## src/rtl/ctr_line_pkg.sv

```systemverilog
package ctr_line_pkg;

    typedef enum logic [1:0] {
        ST_IDLE = 2'd0,
        ST_CALC = 2'd1,
        ST_HOLD = 2'd2
    } bump_state_e;

endpackage

```

## src/rtl/ctr_gf_step.sv

```systemverilog
module ctr_gf_step #(
    parameter int CTR_W = 56,
    parameter logic [CTR_W-1:0] POLY = 56'h80_000C_0000_0001
) (
    input  logic [CTR_W-1:0] val_i,
    output logic [CTR_W-1:0] val_o
);
    logic [CTR_W-1:0] shifted;

    always_comb begin
        shifted = {val_i[CTR_W-2:0], 1'b0};
        if (val_i[CTR_W-1]) begin
            val_o = shifted ^ POLY;
        end else begin
            val_o = shifted;
        end
    end
endmodule

```

## src/rtl/ctr_line_unpack.sv

```systemverilog
module ctr_line_unpack #(
    parameter int SLOTS  = 8,
    parameter int SLOT_W = 64,
    parameter int CTR_W  = 56,
    parameter int TAG_W  = 56,
    localparam int LINE_W  = SLOTS * SLOT_W,
    localparam int IDX_W   = $clog2(SLOTS),
    localparam int CHUNK_W = TAG_W / SLOTS
) (
    input  logic [LINE_W-1:0] line_i,
    input  logic [IDX_W-1:0]  idx_i,
    output logic [CTR_W-1:0]  sel_ctr_o,
    output logic [TAG_W-1:0]  tag_o
);
    logic [CTR_W-1:0] ctr_arr [SLOTS];

    for (genvar g = 0; g < SLOTS; g++) begin : g_slot
        assign ctr_arr[g] = line_i[g*SLOT_W +: CTR_W];
        assign tag_o[g*CHUNK_W +: CHUNK_W] = line_i[g*SLOT_W + CTR_W +: CHUNK_W];
    end

    assign sel_ctr_o = ctr_arr[idx_i];
endmodule

```

## src/rtl/ctr_line_repack.sv

```systemverilog
module ctr_line_repack #(
    parameter int SLOTS  = 8,
    parameter int SLOT_W = 64,
    parameter int CTR_W  = 56,
    parameter int TAG_W  = 56,
    localparam int LINE_W  = SLOTS * SLOT_W,
    localparam int IDX_W   = $clog2(SLOTS),
    localparam int CHUNK_W = TAG_W / SLOTS,
    localparam int SPARE_W = SLOT_W - CTR_W - CHUNK_W
) (
    input  logic [LINE_W-1:0] line_i,
    input  logic [IDX_W-1:0]  idx_i,
    input  logic [CTR_W-1:0]  new_ctr_i,
    input  logic [TAG_W-1:0]  tag_i,
    output logic [LINE_W-1:0] line_o,
    output logic [LINE_W-1:0] hash_o
);
    for (genvar g = 0; g < SLOTS; g++) begin : g_slot
        logic [CTR_W-1:0] ctr_v;
        assign ctr_v = (idx_i == IDX_W'(g)) ? new_ctr_i : line_i[g*SLOT_W +: CTR_W];
        assign line_o[g*SLOT_W +: SLOT_W] =
            {{SPARE_W{1'b0}}, tag_i[g*CHUNK_W +: CHUNK_W], ctr_v};
        assign hash_o[g*SLOT_W +: SLOT_W] = {{(SLOT_W-CTR_W){1'b0}}, ctr_v};
    end
endmodule

```

## src/rtl/ctr_line_bump.sv

```systemverilog
module ctr_line_bump
    import ctr_line_pkg::*;
#(
    parameter int SLOTS  = 8,
    parameter int SLOT_W = 64,
    parameter int CTR_W  = 56,
    parameter int TAG_W  = 56,
    parameter logic [CTR_W-1:0] POLY = 56'h80_000C_0000_0001,
    localparam int LINE_W = SLOTS * SLOT_W,
    localparam int IDX_W  = $clog2(SLOTS)
) (
    input  logic              clk,
    input  logic              rst_n,
    input  logic              in_valid,
    output logic              in_ready,
    input  logic [LINE_W-1:0] in_line,
    input  logic [IDX_W-1:0]  in_idx,
    input  logic [TAG_W-1:0]  in_tag,
    output logic              out_valid,
    input  logic              out_ready,
    output logic [LINE_W-1:0] out_line,
    output logic [LINE_W-1:0] out_hash_line,
    output logic [TAG_W-1:0]  out_old_tag,
    output logic              out_exhausted
);
    localparam logic [CTR_W-1:0] CTR_INIT = CTR_W'(1);

    bump_state_e state_q, state_d;

    logic [LINE_W-1:0] line_q;
    logic [IDX_W-1:0]  idx_q;
    logic [TAG_W-1:0]  tag_q;

    logic [CTR_W-1:0]  cur_ctr;
    logic [CTR_W-1:0]  nxt_ctr;
    logic [TAG_W-1:0]  stored_tag;
    logic [LINE_W-1:0] new_line;
    logic [LINE_W-1:0] new_hash;

    logic [LINE_W-1:0] res_line_q;
    logic [LINE_W-1:0] res_hash_q;
    logic [TAG_W-1:0]  res_tag_q;
    logic              res_exh_q;

    logic accept;

    ctr_line_unpack #(
        .SLOTS(SLOTS), .SLOT_W(SLOT_W), .CTR_W(CTR_W), .TAG_W(TAG_W)
    ) u_unpack (
        .line_i   (line_q),
        .idx_i    (idx_q),
        .sel_ctr_o(cur_ctr),
        .tag_o    (stored_tag)
    );

    ctr_gf_step #(
        .CTR_W(CTR_W), .POLY(POLY)
    ) u_step (
        .val_i(cur_ctr),
        .val_o(nxt_ctr)
    );

    ctr_line_repack #(
        .SLOTS(SLOTS), .SLOT_W(SLOT_W), .CTR_W(CTR_W), .TAG_W(TAG_W)
    ) u_repack (
        .line_i   (line_q),
        .idx_i    (idx_q),
        .new_ctr_i(nxt_ctr),
        .tag_i    (tag_q),
        .line_o   (new_line),
        .hash_o   (new_hash)
    );

    // state register
    always_ff @(posedge clk or negedge rst_n) begin
        if (!rst_n) begin
            state_q <= ST_IDLE;
        end else begin
            state_q <= state_d;
        end
    end

    // next state
    always_comb begin
        state_d = state_q;
        unique case (state_q)
            ST_IDLE: if (in_valid) state_d = ST_CALC;
            ST_CALC: state_d = ST_HOLD;
            ST_HOLD: if (out_ready) state_d = ST_IDLE;
            default: state_d = ST_IDLE;
        endcase
    end

    // handshake outputs
    always_comb begin
        in_ready  = 1'b0;
        out_valid = 1'b0;
        unique case (state_q)
            ST_IDLE: in_ready  = 1'b1;
            ST_CALC: ;
            ST_HOLD: out_valid = 1'b1;
            default: ;
        endcase
    end

    assign accept = in_valid && in_ready;

    // request capture
    always_ff @(posedge clk or negedge rst_n) begin
        if (!rst_n) begin
            line_q <= '0;
            idx_q  <= '0;
            tag_q  <= '0;
        end else if (accept) begin
            line_q <= in_line;
            idx_q  <= in_idx;
            tag_q  <= in_tag;
        end
    end

    // result registers, loaded while in CALC
    always_ff @(posedge clk or negedge rst_n) begin
        if (!rst_n) begin
            res_line_q <= '0;
            res_hash_q <= '0;
            res_tag_q  <= '0;
            res_exh_q  <= 1'b0;
        end else if (state_q == ST_CALC) begin
            res_line_q <= new_line;
            res_hash_q <= new_hash;
            res_tag_q  <= stored_tag;
            res_exh_q  <= (nxt_ctr == CTR_INIT);
        end
    end

    assign out_line      = res_line_q;
    assign out_hash_line = res_hash_q;
    assign out_old_tag   = res_tag_q;
    assign out_exhausted = res_exh_q;
endmodule

```

## config.mk

```make
export PLATFORM = sky130hd
export DESIGN_NAME = ctr_line_bump
export DESIGN_NICKNAME = d
export VERILOG_FILES = /design/src/rtl/ctr_line_pkg.sv /design/src/rtl/ctr_gf_step.sv /design/src/rtl/ctr_line_unpack.sv /design/src/rtl/ctr_line_repack.sv /design/src/rtl/ctr_line_bump.sv
export SDC_FILE = /design/constraint.sdc
export NUM_CORES = 2
export LEC_CHECK = 0
export BUFFER_PORTS_ARGS = -buffer_cell sky130_fd_sc_hd__buf_4
export CORE_AREA = 2 2 651 653
export DETAILED_ROUTE_END_ITERATION = 12
export DIE_AREA = 0 0 653 655
export SLEW_MARGIN = 20
export SYNTH_ARGS = -nofsm -noshare
export SYNTH_HDL_FRONTEND = slang
export SYNTH_SLANG_ARGS = --single-unit
```

## constraint.sdc

```tcl
create_clock -name clk -period 7 [get_ports clk]
set_clock_uncertainty 0.1 [all_clocks]
set_input_delay 0.7 -clock clk [delete_from_list [all_inputs] [get_ports clk]]
set_output_delay 0.7 -clock clk [all_outputs]
set_load 0.02 [all_outputs]
```

### Word-level counts from Yosys, hierarchy flattened

Index checks and enable logic that the tools add are counted.

| operators by class | value |
|---|---|
| $lt $le $gt $ge | 1 |
| equal/unequal tests | 12 |
| multiplexer cells | 17 |
| bitwise logic cells | 2 |
| reduce and logical (&&, ||, !) cells | 4 |

Operators with widths:

| operator | count |
|---|---|
| $mux 56 | 11 |
| $bmux 56 s3 | 1 |
| $eq 56x1->1 const B | 1 |
| $eq 3x3->1 const B | 4 |
| $eq 3x2->1 const B | 2 |
| $pmux 2 s3 | 1 |
| $ge 4x4->1 const B | 1 |
| $mux 2 | 2 |
| $ne 2x2->1 const B | 2 |
| $not 3->4 | 1 |
| $not 4->4 | 1 |
| $eq 3x1->1 const B | 1 |
| $logic_not 3->1 | 1 |
| $eq 2x1->1 const B | 1 |
| $eq 2x2->1 const B | 1 |
| $logic_not 2->1 | 1 |
| $mux 1 | 2 |
| $reduce_and 2->1 | 1 |
| $logic_and 1x1->1 | 1 |

| word-level totals | value |
|---|---|
| register bits | 1581 |
| bits of input ports | 575 |
| output and inout bits | 1083 |
| word-level logic and storage cells | 44 |

### Logic depth before layout (Yosys ltp)

| logic depth | value |
|---|---|
| depth in word-level cells | 7 |
| mapped depth | 10 |
| gate-level depth less buffers | 6 |

### Modules after synthesis

A second synthesis with hierarchy kept.

| unflattened totals | value |
|---|---|
| cells, all modules | 4908 |
| area total of the unflattened synthesis | 75598.8 sq um |

By module, submodules not included:

| module | instances | cells an instance | area an instance (sq um) | sequential area each (sq um) |
|---|---|---|---|---|
| ctr_line_bump | 1 | 3516 | 61526.5 | 41389.7 |
| ctr_line_repack | 1 | 1081 | 9885.7 | 0.0 |
| ctr_line_unpack | 1 | 255 | 3762.4 | 0.0 |
| ctr_gf_step | 1 | 56 | 424.2 | 0.0 |

### Worst setup path after synthesis

Ideal clock, no wire load.

| timing | value |
|---|---|
| path kind | register to register |
| start point | register idx_q[0] |
| end point | register res_exh_q, in the netlist out_exhausted |
| library setup time | 0.095 ns |
| data arrival time | 2.309 ns |
| required time | 6.805 ns |
| path slack | 4.495 ns |
| cell stages (with the launch flop) | 8 |
| buffers on the path | 3 |
| period minus slack after synthesis | 2.505 ns |
| cells stage by stage | dfrtp_1 buf_4 buf_4 buf_2 mux4_2 o41ai_1 nand4_1 o31ai_1 |

| between the ends | value |
|---|---|
| cells in the longest elaborated chain, start to end | 7 |

Ends and longest elaborated chain:

| element | RTL line | RTL |
|---|---|---|
| start: declaration | ctr_line_bump.sv:31 | `logic [IDX_W-1:0] idx_q;` |
| start signal: assignment | ctr_line_bump.sv:116 | `idx_q <= in_idx;` |
| $not 3->4 (implied by the code) * | ctr_line_unpack.sv:22 | `assign sel_ctr_o = ctr_arr[idx_i];` |
| $bmux 56 s3 * | ctr_line_unpack.sv:22 |  |
| $mux 56 (implied by the code) * (2 in a row) | ctr_line_unpack.sv:22 |  |
| $not 4->4 (no line) | -- |  |
| $mux 56 * | ctr_gf_step.sv:12 | `if (val_i[CTR_W-1]) begin` |
| $eq 56x1->1 * | ctr_line_bump.sv:132 | `res_exh_q <= (nxt_ctr == CTR_INIT);` |
| end signal: assignment | ctr_line_bump.sv:132 |  |
| end: declaration | ctr_line_bump.sv:43 | `logic res_exh_q;` |

Every way passes the cells marked *; elsewhere a longest branch is shown, timed or not. The select of a mux whose other input is x is not followed.
A chain may end at the register's enable or synchronous reset.

### Worst setup path in the final report

Ends and elaborated chain as after synthesis.

==> flow_summary.yaml <==
outcome:
  run_status: "finished, final reports clean"
yosys:
  ys.flop_type: "dfrtp_1"
  synthSimpleGateAreaFrac_pct: 11.1
  synth-seq-cells: 1126
  synth_edf_count: 0
  syn-cell-area_mm2: 0.0526
  synth-compound-area-share_pct: 5.21
  yosys.area.top_type: "dfrtp_1"
  ys_types: 37
  synth_top_family_by_area: "multiplexers"
  synth.area.mux_share_pct: 20.2
  avgSynthCellArea_um2: 11.2
  async_flop_share_pct: 100
  synth_fa_ha_area_share_pct: 0
  yosysWarningCount: 0
  synth_area_leaders: "dfrtp_1 54%, mux2_2 12%, buf_4 7.5%"
  seq_area_frac_synth_pct: 53.6
  synth-xor-area-share_pct: 0.0499
  postSynthCellCount: 4677
  netlist.area_leader.share_pct: 53.6
placed_design:
  portBuffers: 1577
  gp_congestion: 0.922
  hpwl_um: 330000
timing:
  fmax_mhz: 224
  drv_slew: 0
  finalSetupViolations: 0
  fin_crit_ns: 4.47
  hold_ws_ns: 0.157
  grt_setup_unrepaired: "no"
  finalSetupTns_ns: 0
  timing.final.crit_share_pct: 63.8
  max_slew_margin_pct: 30.5
  worst_slew_pin_slew_ns: 1.04
  hold_violations: 0
power:
  comb_power_share_pct: 53.6
  p_sw_mw: 24.4
  p_int_mw: 23.3
  power.share.sequential_pct: 29.4
  clkPwrFrac_pct: 17.0
  p_per_area_mw_per_mm2: 608
  ir_drop_mv: 0.300
  p_sw_share_pct: 51.2
  p_leak_nw: 34.3
worst_setup_path:
  cp_top_family: "simple AND/OR/NAND/NOR gates"
  crit_path_start: "idx_q[0]$_DFFE_PN0P_"
  crit_arrival_ns: 5.13
  worstPathMaxFanout: 29
  crit_end: "out_exhausted$_DFFE_PN0N_"
  rrSetupSlack_ns: 2.53
  r2r-start: "idx_q[0]$_DFFE_PN0P_"
  crit_buf_inv: 1
  cp-end-kind: "flip-flop"
  crit_slowest_cell: "nor4_1"
  worst-path-stages: 7
  crit_path_cell_trace: "buf_12 -> mux4_2 -> nor4_1 -> nand2_1 -> nor4_2 -> o22ai_1 -> o31ai_1"
  r2r_cells: 7
  worstSetupPathType: "reg2reg"
  rr_endpoint: "out_exhausted$_DFFE_PN0N_"
  worstPathRequired_ns: 7.67
  cpPeakStageDelay_ns: 0.88
  startpoint_type: "flip-flop"
global_routing:
  grt_usage_pct: 17.9
  grt_pass1_vias: 43800
  antenna_found_initial: 87
  grt_max_degree: 154
  grt.overflow.total: 0
  grt_pass1_wl_um: 495000
routing:
  drc: 0
  drtIter0Drc: 4252
  antenna_left: 0
  wl_per_cell_um: 33.2
  drt_wl_total_um: 398000
  drtPass1Iterations: 6
  vias_per_cell: 3.75
  vias: 45000
clocking:
  worstSkewPairLatency_ns: 0.89
  cts_buffer_depth: 4
  cts.clk_slew.worst_paths_ns: 0.07
  cts.sinks: 1126
  htreeDepth: 4
  cts_root_buffer: "clkbuf_16"
  cts_inserted_buffers: 150
  post_cts_buffers: 0
  cts_tree: "built"
finish:
  layout-drive-gt1-share_pct: 40.7
  final_common_cell: "buf_4"
  area_growth_pct: 48.9
  fillers: 46100
  layout_common_cells: "1648 x buf_4, 1123 x dfrtp_1, 892 x nand2_1"
  fin_nets: 6870
die:
  core-area_mm2: 0.422
  die_w_um: 653
  io_pins: 1658
  num_rows: 239
  initial_core_util_pct: 12.5
  die-area_mm2: 0.428
  die_h_um: 655
flow_run:
  drv_cap: 0
worst_hold_path:
  min_from: "in_idx[0]"
  min_path_type: "in2reg"
==> timing repair <==
action                    4_1_cts  5_1_grt
hold buffers                  564        0
gates resized for setup         0        0
hold endpoints to repair      661        0
==> cell usage after synthesis (2+ instances only) <==
cell type,number
a21oi_1,16
a31oi_1,258
buf_1,13
buf_2,50
buf_4,525
buf_6,3
clkbuf_1,250
dfrtp_1,1126
mux2_2,565
mux2i_1,177
mux4_2,109
nand2_1,892
nand2b_1,55
nand3_1,3
nand3b_1,7
nand4_1,54
nand4b_1,54
nor2_1,280
nor3_1,5
nor3b_1,3
nor4_1,16
o21ai_0,179
o21ai_1,12
o22ai_1,4
o41ai_1,4
or3b_2,3
or4_1,2
xnor2_1,3
==> power by group through the flow <==
stage                     combinational, mW  clock, mW  sequential (mW)
after floorplan                        11.8          0             13.7
after global placement                 25.8          0             13.9
after detailed placement               25.9          0             14.0
after CTS                              26.2       8.31             13.9
after global routing                   27.1       8.53             14.3
final                                  25.5       8.10             14.0
==> worst min-delay path by stage <==
stage	end	slack, ns	cells after the start
2_1_floorplan	idx_q[0]$_DFFE_PN0P_	0.30	0
5_1_grt	idx_q[0]$_DFFE_PN0P_	0.10	2
3_3_place_gp	out_line[251]$_DFFE_PN0N_	0.36	2
3_5_place_dp	out_line[250]$_DFFE_PN0N_	0.35	2
6_report	idx_q[0]$_DFFE_PN0P_	0.16	2
4_1_cts	idx_q[0]$_DFFE_PN0P_	0.08	2
==> state kept, by name, indices dropped and copies added (netlist names) <==
| register | flops |
|---|---|
| idx_q | 3 |
| line_q | 504 |
| out_exhausted | 1 |
| out_hash_line | 447 |
| out_line | 57 |
| out_old_tag | 56 |
| state_q | 2 |
| tag_q | 56 |
==> metal layers <==
metal	vias to the layer above	track usage, %	part of all wire (%)
met2	2394	29.6	47
met4	32	8.87	6.0
met5	-	0	0.053
li1	18800	-	-
met1	23100	19.3	35
met3	583	7.92	11
==> area by class of cell <==
class | instances | area, um2 | area share (%)
antenna | 38 | 95.1 | 0.121
clock buffer | 207 | 4320 | 5.52
clock inverter | 55 | 691 | 0.882
inverter | 1 | 3.75 | 0.00479
multi-input combinational | 2780 | 19600 | 25.0
sequential | 1126 | 28200 | 36.0
tap | 5543 | 6940 | 8.85
timing repair buffer | 2236 | 18500 | 23.6
==> stage by stage <==
step | instances | cell area (um2) | util, % | total power, mW | setup slack [ns]
CTS | 11900 | 78200 | 18.6 | 48.5 | 2.22
detailed placement | 11100 | 67600 | 16.0 | 39.9 | 2.28
floorplan | 4748 | 52900 | - | 25.5 | 4.50
global route | 12000 | 78300 | 18.6 | 50.0 | 2.22
global placement | 11100 | 67600 | 16.0 | 39.7 | 2.32
finish | 12000 | 78300 | 18.6 | 47.6 | 2.53
==> kinds of logic after synthesis <==
family,Yosys count
compound gates,476
xor+xnor,3
buf+inv,842
flops,1126
mux,852
other cells,1
simple gates,1377
==> worst reg2reg max path, stage by stage (launching register included) <==
cell and delay (ns):
dfrtp_4 0.78, buf_12 0.37, mux4_2 0.80, nor4_1 0.88, nand2_1 0.25, nor4_2 0.67
o22ai_1 0.22, o31ai_1 0.25
Note: power is estimated with default switching activity, not from simulation.
